File: config.mk
export PLATFORM = sky130hd
export DESIGN_NAME = exc_seq_ctrl
export DESIGN_NICKNAME = d
export VERILOG_FILES = /design/src/rtl/exc_pkg.sv /design/src/rtl/exc_age_arbiter.sv /design/src/rtl/exc_kill_decode.sv /design/src/rtl/exc_target_calc.sv /design/src/rtl/exc_seq_ctrl.sv
export SDC_FILE = /design/constraint.sdc
export NUM_CORES = 1
export LEC_CHECK = 0
export CAP_MARGIN = 0
export CORE_ASPECT_RATIO = 1.25
export CORE_MARGIN = 2
export CORE_UTILIZATION = 32
export DETAILED_ROUTE_END_ITERATION = 10
export GPL_ROUTABILITY_DRIVEN = 0
export PLACE_DENSITY = 0.79
export SYNTH_ARGS = -nofsm -noshare
export SYNTH_HDL_FRONTEND = slang
export SYNTH_SLANG_ARGS = --single-unit
File: constraint.sdc
create_clock -name clk -period 2.7 [get_ports clk]
set_clock_uncertainty 0.1 [all_clocks]
set_input_delay 0.54 -clock clk [delete_from_list [all_inputs] [get_ports clk]]
set_output_delay 0.54 -clock clk [all_outputs]
set_load 0.01 [all_outputs]
File: src/rtl/exc_pkg.sv
package exc_pkg;
    localparam int NUM_EXC_STAGES = 3;   // decode, execute, memory
    localparam int FLUSH_W        = NUM_EXC_STAGES + 1;

    typedef enum logic [0:0] {
        ST_RUN      = 1'b0,
        ST_REDIRECT = 1'b1
    } seq_state_e;
endpackage

File: src/rtl/exc_age_arbiter.sv
// Picks the live request from the oldest stage; higher index is older.
module exc_age_arbiter #(
    parameter int N = 3
) (
    input  logic [N-1:0] live_req,
    output logic [N-1:0] grant,
    output logic         any
);
    logic [N:0] older_busy;

    assign older_busy[N] = 1'b0;

    for (genvar i = N - 1; i >= 0; i--) begin : g_age
        assign grant[i]      = live_req[i] & ~older_busy[i+1];
        assign older_busy[i] = older_busy[i+1] | live_req[i];
    end

    assign any = older_busy[0];
endmodule

File: src/rtl/exc_kill_decode.sv
// Turns a one-hot winner into a kill mask: fetch plus the winner and all younger stages.
module exc_kill_decode #(
    parameter int N = 3
) (
    input  logic         enable,
    input  logic [N-1:0] grant,
    output logic [N:0]   kill
);
    logic [N:0] at_or_deeper;

    assign at_or_deeper[N] = 1'b0;

    for (genvar i = N - 1; i >= 0; i--) begin : g_kill
        assign at_or_deeper[i] = at_or_deeper[i+1] | grant[i];
        assign kill[i+1]       = enable & at_or_deeper[i];
    end

    assign kill[0] = enable & at_or_deeper[0];
endmodule

File: src/rtl/exc_target_calc.sv
// Handler target: base, or base plus cause scaled by the vector spacing.
module exc_target_calc #(
    parameter int PC_W      = 32,
    parameter int CAUSE_W   = 4,
    parameter int VEC_SHIFT = 4
) (
    input  logic               vector_mode,
    input  logic [PC_W-1:0]    base,
    input  logic [CAUSE_W-1:0] cause_code,
    output logic [PC_W-1:0]    target
);
    localparam int PAD_W = PC_W - CAUSE_W;

    logic [PC_W-1:0] offset;

    assign offset = {{PAD_W{1'b0}}, cause_code} << VEC_SHIFT;
    assign target = vector_mode ? (base + offset) : base;
endmodule

File: src/rtl/exc_seq_ctrl.sv
module exc_seq_ctrl
    import exc_pkg::*;
#(
    parameter int PC_W      = 32,
    parameter int CAUSE_W   = 4,
    parameter int VEC_SHIFT = 4
) (
    input  logic               clk,
    input  logic               rst_n,
    input  logic               vector_mode,
    input  logic [PC_W-1:0]    handler_base,
    input  logic               dec_valid,
    input  logic               dec_req,
    input  logic [CAUSE_W-1:0] dec_cause,
    input  logic [PC_W-1:0]    dec_pc,
    input  logic               exe_valid,
    input  logic               exe_req,
    input  logic [CAUSE_W-1:0] exe_cause,
    input  logic [PC_W-1:0]    exe_pc,
    input  logic               mem_valid,
    input  logic               mem_req,
    input  logic [CAUSE_W-1:0] mem_cause,
    input  logic [PC_W-1:0]    mem_pc,
    input  logic               mem_store_req,
    output logic               mem_store_en,
    output logic               exc_taken,
    output logic [3:0]         flush,
    output logic               redirect,
    output logic [PC_W-1:0]    redirect_pc,
    output logic [PC_W-1:0]    epc,
    output logic [CAUSE_W-1:0] cause
);
    localparam int N     = NUM_EXC_STAGES;
    localparam int MEM_I = N - 1;

    seq_state_e state_q, state_d;

    logic [N-1:0]       stg_valid, stg_req, live_req, grant;
    logic [CAUSE_W-1:0] stg_cause [N];
    logic [PC_W-1:0]    stg_pc    [N];
    logic               any_live;
    logic               accept;
    logic [PC_W-1:0]    win_pc;
    logic [CAUSE_W-1:0] win_cause;
    logic [N:0]         kill;

    // Stage order: index 0 youngest (decode) .. index N-1 oldest (memory)
    assign stg_valid    = {mem_valid, exe_valid, dec_valid};
    assign stg_req      = {mem_req, exe_req, dec_req};
    assign stg_cause[0] = dec_cause;
    assign stg_cause[1] = exe_cause;
    assign stg_cause[2] = mem_cause;
    assign stg_pc[0]    = dec_pc;
    assign stg_pc[1]    = exe_pc;
    assign stg_pc[2]    = mem_pc;

    assign live_req = stg_valid & stg_req;

    exc_age_arbiter #(.N(N)) u_arb (
        .live_req (live_req),
        .grant    (grant),
        .any      (any_live)
    );

    // One-hot mux of the winner's PC and cause
    always_comb begin
        win_pc    = '0;
        win_cause = '0;
        for (int i = 0; i < N; i++) begin
            if (grant[i]) begin
                win_pc    = win_pc | stg_pc[i];
                win_cause = win_cause | stg_cause[i];
            end
        end
    end

    // State register
    always_ff @(posedge clk) begin
        if (!rst_n) begin
            state_q <= ST_RUN;
        end else begin
            state_q <= state_d;
        end
    end

    // Next state and per-state outputs
    always_comb begin
        state_d  = state_q;
        accept   = 1'b0;
        redirect = 1'b0;
        unique case (state_q)
            ST_RUN: begin
                if (any_live) begin
                    accept  = 1'b1;           // transition: accept
                    state_d = ST_REDIRECT;
                end
            end
            ST_REDIRECT: begin
                redirect = 1'b1;
                state_d  = ST_RUN;            // transition: resume
            end
            default: state_d = ST_RUN;
        endcase
    end

    exc_kill_decode #(.N(N)) u_kill (
        .enable (accept),
        .grant  (grant),
        .kill   (kill)
    );

    assign exc_taken    = accept;
    assign flush        = kill;
    assign mem_store_en = mem_valid & mem_store_req & ~(accept & grant[MEM_I]);

    // Saved PC and cause load only on acceptance
    always_ff @(posedge clk) begin
        if (!rst_n) begin
            epc   <= '0;
            cause <= '0;
        end else if (accept) begin
            epc   <= win_pc;
            cause <= win_cause;
        end
    end

    exc_target_calc #(
        .PC_W      (PC_W),
        .CAUSE_W   (CAUSE_W),
        .VEC_SHIFT (VEC_SHIFT)
    ) u_tgt (
        .vector_mode (vector_mode),
        .base        (handler_base),
        .cause_code  (cause),
        .target      (redirect_pc)
    );
endmodule

# Yosys cells after proc, flatten, opt, wreduce, memory -nomap -nowiden
# Index checks and enable logic that the tools add are counted.
# word_totals
input_bits	150
n_memories	0
mem_bits_ro	0
ramBits	0
elab_cells	35
regBits	37
latchBits	0
# classes
add_sub_neg	1
n_lt_le_gt_ge	0
div_mod_pow	0
n_eq_ne	0
n_bitwise	20
n_shift	0
n_mux	11
n_mul	0
reduce_logical	0
# op_table
op	count
$mux 32	4
$or 32x32->32	2
$add 32x8->32	1
$mux 4	3
$or 4x4->4	2
$and 1x1->1	7
$not 1->1	4
$or 1x1->1	4
$and 3x3->3	1
$mux 1	3
$pmux 1 s2	1

# Longest topological paths before layout
# Gate-level depths: netlist of run 1.
# logic_depth
word_depth	9
ltp_mapped	8
ltp_nobuf	7

# By module
# A second synthesis of run 1 with hierarchy kept.
# unflattened
hier_cells	286
area_unflattened_um2	2516.2
# modules_own_cells
mod	instances	cells_per_inst	seq_area_each_um2	area_each_um2
exc_seq_ctrl	1	176	740.7	1680.4
exc_target_calc	1	102	0.0	777.0
exc_kill_decode	1	4	0.0	31.3
exc_age_arbiter	1	4	0.0	27.5

# Worst setup path after synthesis of run 1
# Ideal clock, no wire load.
# synth_timing
path_type	input port to output port
from	input port handler_base[4]
to	output port redirect_pc[12]
t_required_ns	2.060
arrival_ns	2.085
setup_slack_ns	-0.025
n_path_buf	1
cell_stages	8
path_cell_list	ha_1 -> inv_1 -> fa_1 -> nor2b_1 -> o21ai_0 -> buf_2 -> a211oi_1 -> xor2_1
# synth_between
elab_chain_cells	2
# synth_rtl
item	line	source
start, declared	exc_seq_ctrl.sv:11	input logic [PC_W-1:0] handler_base,
$add 32x8->32	exc_target_calc.sv:17	assign target = vector_mode ? (base + offset) : base;
$mux 32	exc_target_calc.sv:17	
end, declared	exc_seq_ctrl.sv:29	output logic [PC_W-1:0] redirect_pc,
# No other way between the ends.

# Worst setup path in the final report of run 1
# layout_timing
from	input port handler_base[4]
to	output port redirect_pc[18]
# Same word-level chain as after synthesis.

==> results.ini, run 1 <==
[grt]
grt_max_degree=38
grt_usage=0.2534
grt_pass1_wl_um=18100
grt_overflow_total=0
grt_pass1_vias=3699
antenna_found_initial=0

[layout]
diodes=0
fin_nets=730
area_growth_syn_to_layout_pct=109.4
fin_cells=671
finalCoreUtilization=0.6922
nFillCells=616
layout-drive-gt1-share=0.2500
final_area_um2=5425

[route]
drc_errors=0
wl_per_cell_um=18.14
routed_wl_um=12170
drt_iter0_markers=111
antenna_left=0
vias=3660
dr.pass1.iters=4
via_per_inst=5.455

[clocking]
htreeDepth=2
path_clk_slew_ps=80
clock_sinks=37
cts_tree=built
cts-root-buf=clkbuf_8
cts_hold_buf=0
clk_latency_ps=280
numCtsBuffers=5
clock_tree.buffer_depth=2

[pwr]
power.total_mw=1.887
p_per_area_nw_per_um2=347.8
leakage_nw=2.181
ir_drop_uv=340.6

[worst_setup_path]
r2r_slack_ps=1120
worstReg2RegStart=state_q
r2r-end=epc[0]
crit_start=handler_base[4]
reg2reg_depth=3
end_kind=output port
startpoint_type=input pin
crit_fanout=6
crit_type=input pin to output port
cp.required_ps=2060
cp.arrival_ps=2180

[synthesis]
netlist-cell-type-count=37
synthTopCellsByArea=dfxtp_1 (29%), o221ai_1 (12%), a31oi_1 (9.2%)
yosysSeqAreaShare=0.2859
synth_area_um2=2591
yosys.area.top_type_share=0.2859
synth_edf_count=0
async_flop_share=0
ys.flop_type=dfxtp_1
ys_warn_count=0
synthTopCellsByCount=nand2_1 (48), a31oi_1 (38), dfxtp_1 (37), o21ai_0 (37), o221ai_1 (36)
synthCells=326
avgSynthCellArea_um2=7.949
synth.largest_area_cell=dfxtp_1
ys_ff_latch=37
syn_nets=481
yosysMostFrequentCell=nand2_1

[placed_design]
placed_area_um2=5149
placed_cells=657
portBuffers=216
post-place-ws_ps=-1109
hpwl_um=8683

[die]
rows=36
die_h_um=104.6
fp.dieW_um=84.49
initial_core_util=0.3306
die_area_um2=8838
io_pins=225
core-area_um2=7838

[sta]
fin_crit_ps=2819
fmax_ghz=0.3547
maxSlewViolCount=0
finalCritPeriodShare=1.044
rsz0062_at_grt=yes
tightestPinTransition_ps=690.4
setup_viol=6
finalHoldViolCount=0
relSlewSlack=0.5392
fin_ws_ps=-119.2

[outcome]
outcome=finished with violations
violations=negative setup slack

[hold_path]
whs_endpoint=epc[23]
worst_hold_path.num_cells=2
min-delay-start=epc[23]
hp-class=register to register

[run]
maxCapViolations=0

worst max-delay path, cell delays in order:
cell	delay (ps)
buf_4	100
ha_4	130
inv_2	30
fa_2	340
nor2b_2	130
o21ai_2	80
buf_6	150
a2111oi_4	340
xor2_1	170
buf_2	150
final cells by class:
class	count	area, um^2	share of cell area
clock inverter	3	17.52	0.003229
clock buffer	5	68.82	0.01268
timing repair buffer	279	2551	0.4702
inverter	8	30.03	0.005535
multi-input combinational	244	1896	0.3494
sequential	37	743.2	0.1370
tap	95	118.9	0.02191
how the worst max path moves through the flow:
stage               depth (start not counted)         endpoint
CTS                                         9  redirect_pc[18]
global placement                           10  redirect_pc[18]
detailed placement                         10  redirect_pc[18]
floorplan                                   8  redirect_pc[12]
finish                                     10  redirect_pc[18]
global route                                9  redirect_pc[18]
power breakdown:
group          total [mW]  internal, mW  leakage [nW]  switching, mW
Sequential          0.640         0.605         0.308         0.0348
Combinational       0.870         0.497          1.83          0.373
Clock               0.377         0.178        0.0439          0.199
routing by layer:
metal	part of all wire	GRT usage	wire [um]	vias up
met5	0	0	0	-
met4	0.030	0.09751	370	0
met3	0.076	0.05213	920	27
li1	-	-	-	1733
met2	0.53	0.4854	6466	193
met1	0.36	0.2638	4417	1707
stage by stage:
stage / hold slack (ps) / TNS (ps)
finish: 441.9 / -260.2
global route: 473.3 / -1429
CTS: 443.3 / -476.1
detailed placement: 429.3 / -23570
global placement: 428.5 / -22480
floorplan: 456.7 / -198.8
logic make-up after synthesis:
logic type / share of synthesized area
simple gates: 0.1676
buf+inv: 0.08064
xor+xnor: 0.08450
mux: 0.01304
compound gates: 0.3414
flops: 0.2859
fa+ha+maj: 0.02704
cell usage in the layout (no fill, tap or decap), drive strengths merged, types with 2 or more instances in the layout:
cell,count
dlygate4sd2,19
nor3,6
a21oi,5
dfxtp,37
ha,4
nand4,4
nand3,4
o21ai,37
clkdlybuf4s50,163
and2,2
and4,5
o221ai,36
nand2,48
a211oi,10
xnor2,3
nor4b,4
clkinv,3
nor2,4
xor2,22
clkbuf,5
a31oi,38
mux2,3
buf,90
inv,7
dlymetal6s2s,6
timing repair:
action / in CTS / in global routing
buffers inserted: 3 / 3
cloned: 1 / 0
pin swaps: 42 / 15
endpoints found under the setup margin: 31 / 27
gates resized for setup: 179 / 19
state kept, by name, indices dropped and copies added (netlist names):
register	cells
state_q	1
epc	32
cause	4
Note: power is estimated with default switching activity, not from simulation.
==> run 2: changes to the inputs <==
SLEW_MARGIN = 20   (was not set)
==> results of run 2 <==
Final layout, timing and power as in run 1 (identical DEF).
==> run 3: changes to the inputs <==
CORE_UTILIZATION = 29   (was 32)
CTS_CLUSTER_DIAMETER = 200   (was not set)
PLACE_DENSITY = 0.76   (was 0.79)
clock period = 2.25 ns   (was 2.7 ns; I/O delays follow)
==> run 3 against run 2 <==
  * Sequential cell count unchanged
  * The flow still finishes with violations (negative setup slack)
  * Sequential power rose by 20%
  * Hold slack improved by 3.1 ps
==> results.ini, run 3 (synthesized netlist as in run 1, its figures left out) <==
[worst_setup_path]
cp.required_ps=1700
end_kind=output port
crit_type=register to output port
crit_fanout=4
r2r_slack_ps=520
cp.arrival_ps=2130
startpoint_type=register

[die]
initial_core_util=0.2978
core-area_um2=8701
die_h_um=109.7
rows=38
fp.dieW_um=88.55
die_area_um2=9712
io_pins=225

[layout]
layout-drive-gt1-share=0.2976
mostFrequentLayoutCell=clkdlybuf4s50_1
fin_nets=742
top_register=epc
largest_reg_flops=32
area_growth_syn_to_layout_pct=120.1
final_cell_mix=clkdlybuf4s50_1 (164), buf_4 (62), nand2_1 (45)
diodes=0
top_regs=epc: 32 flops, cause: 4 flops, state_q: 1 flops
final_area_um2=5703
finalCoreUtilization=0.6555

[route]
routed_wl_um=12520
drc_errors=0
vias=3736
dr.pass1.iters=6
drt_iter0_markers=144
via_per_inst=5.277
wl_per_cell_um=17.68
antenna_left=0

[sta]
setup_viol=26
fin_setup_tns_ps=-8144
tightestPinTransition_ps=649.7
whs_ps=445.0
maxSlewViolCount=0
fmax_ghz=0.3732
fin_ws_ps=-429.7
fin_crit_ps=2680
rsz0062_at_grt=yes
finalHoldViolCount=0
relSlewSlack=0.5660
finalCritPeriodShare=1.191

[grt]
grt_max_degree=38
grt_pass1_vias=3790
grt_overflow_total=0
grt_usage=0.2407
antenna_found_initial=0
grt_pass1_wl_um=18140

[placed_design]
portBuffers=216
hpwl_um=9000
placed_area_um2=5296

[pwr]
power.total_mw=2.494
p_per_area_nw_per_um2=437.3
leakage_nw=2.331
ir_drop_uv=440.7

[outcome]
violations=negative setup slack
outcome=finished with violations

[clocking]
cts-root-buf=clkbuf_8
numCtsBuffers=5
clk_latency_ps=280
clock_tree.buffer_depth=2
htreeDepth=2
cts_tree=built
clock_sinks=37
cts_hold_buf=0
path_clk_slew_ps=80

[hold_path]
hp-class=register to register

[run]
maxCapViolations=0

-- run 3: cell types whose count changed in the layout (fill, tap and decap cells not counted), moves of 2 or more --
cell	before	now
buf_12	1	3
buf_4	53	62
clkbuf_2	0	4
clkdlybuf4s15_2	1	4
clkinv_2	2	0
dlygate4sd2_1	19	5
dlymetal6s2s_1	6	11
mux2_2	3	1
mux2_4	0	2
nor3_1	4	0
nor3_2	1	3
nor3_4	1	3
-- run 3: stage by stage --
step / setup WS [ps] / instances
6_report: -429.7 / 708
5_1_grt: -556.8 / 708
4_1_cts: -514.2 / 710
3_5_place_dp: -1300 / 687
3_3_place_gp: -1162 / 687
2_1_floorplan: -85.96 / 326
-- run 3: area by class of cell --
| type | instances | area (um^2) |
|---|---|---|
| clock buffers | 6 | 82.58 |
| clock inverters | 2 | 37.54 |
| fillers | 668 | 2998 |
| inverters | 8 | 33.78 |
| multi-input cells | 244 | 1971 |
| flip-flops and latches | 37 | 744.5 |
| well taps | 120 | 150.1 |
| repair buffers | 291 | 2684 |
-- run 3: routing by layer --
metal  part of all wire  GRT usage  routed length [um]  vias to the layer above
li1                   -          -                   -                     1763
met1               0.38     0.2611                4764                     1750
met2               0.51     0.4420                6378                      195
met3              0.080    0.05556                1001                       28
met4              0.030    0.09957                 372                        0
met5                  0          0                   0                        -
-- run 3: repair_timing --
item / 4_1_cts / 5_1_grt
gates cloned: 1 / 0
buffers inserted: 14 / 1
endpoints found under the setup margin: 34 / 33
pin swaps: 38 / 31
gates resized for setup: 175 / 41
-- run 3: path summary, 6_finish.rpt --
kind,startpoint,cells past startpoint,to
worst min-delay path,epc[22],2,epc[22]
worst min register to register,epc[22],2,epc[22]
worst max register to register,state_q,2,epc[24]
worst max-delay path,cause[0],9,redirect_pc[16]
-- run 3: worst max-delay path: stages (launching register included) --
cell,delay (ps)
dfxtp_2,360
ha_4,140
inv_2,30
fa_2,350
nor2b_4,140
o21ai_4,100
buf_4,170
a211oi_2,210
xor2_1,180
buf_2,160
-- run 3: power breakdown --
part / leakage [nW] / internal, mW / switching, mW
logic: 1.97 / 0.644 / 0.476
clock network: 0.0574 / 0.361 / 0.244
registers: 0.308 / 0.726 / 0.0429
total: 2.33 / 1.73 / 0.763
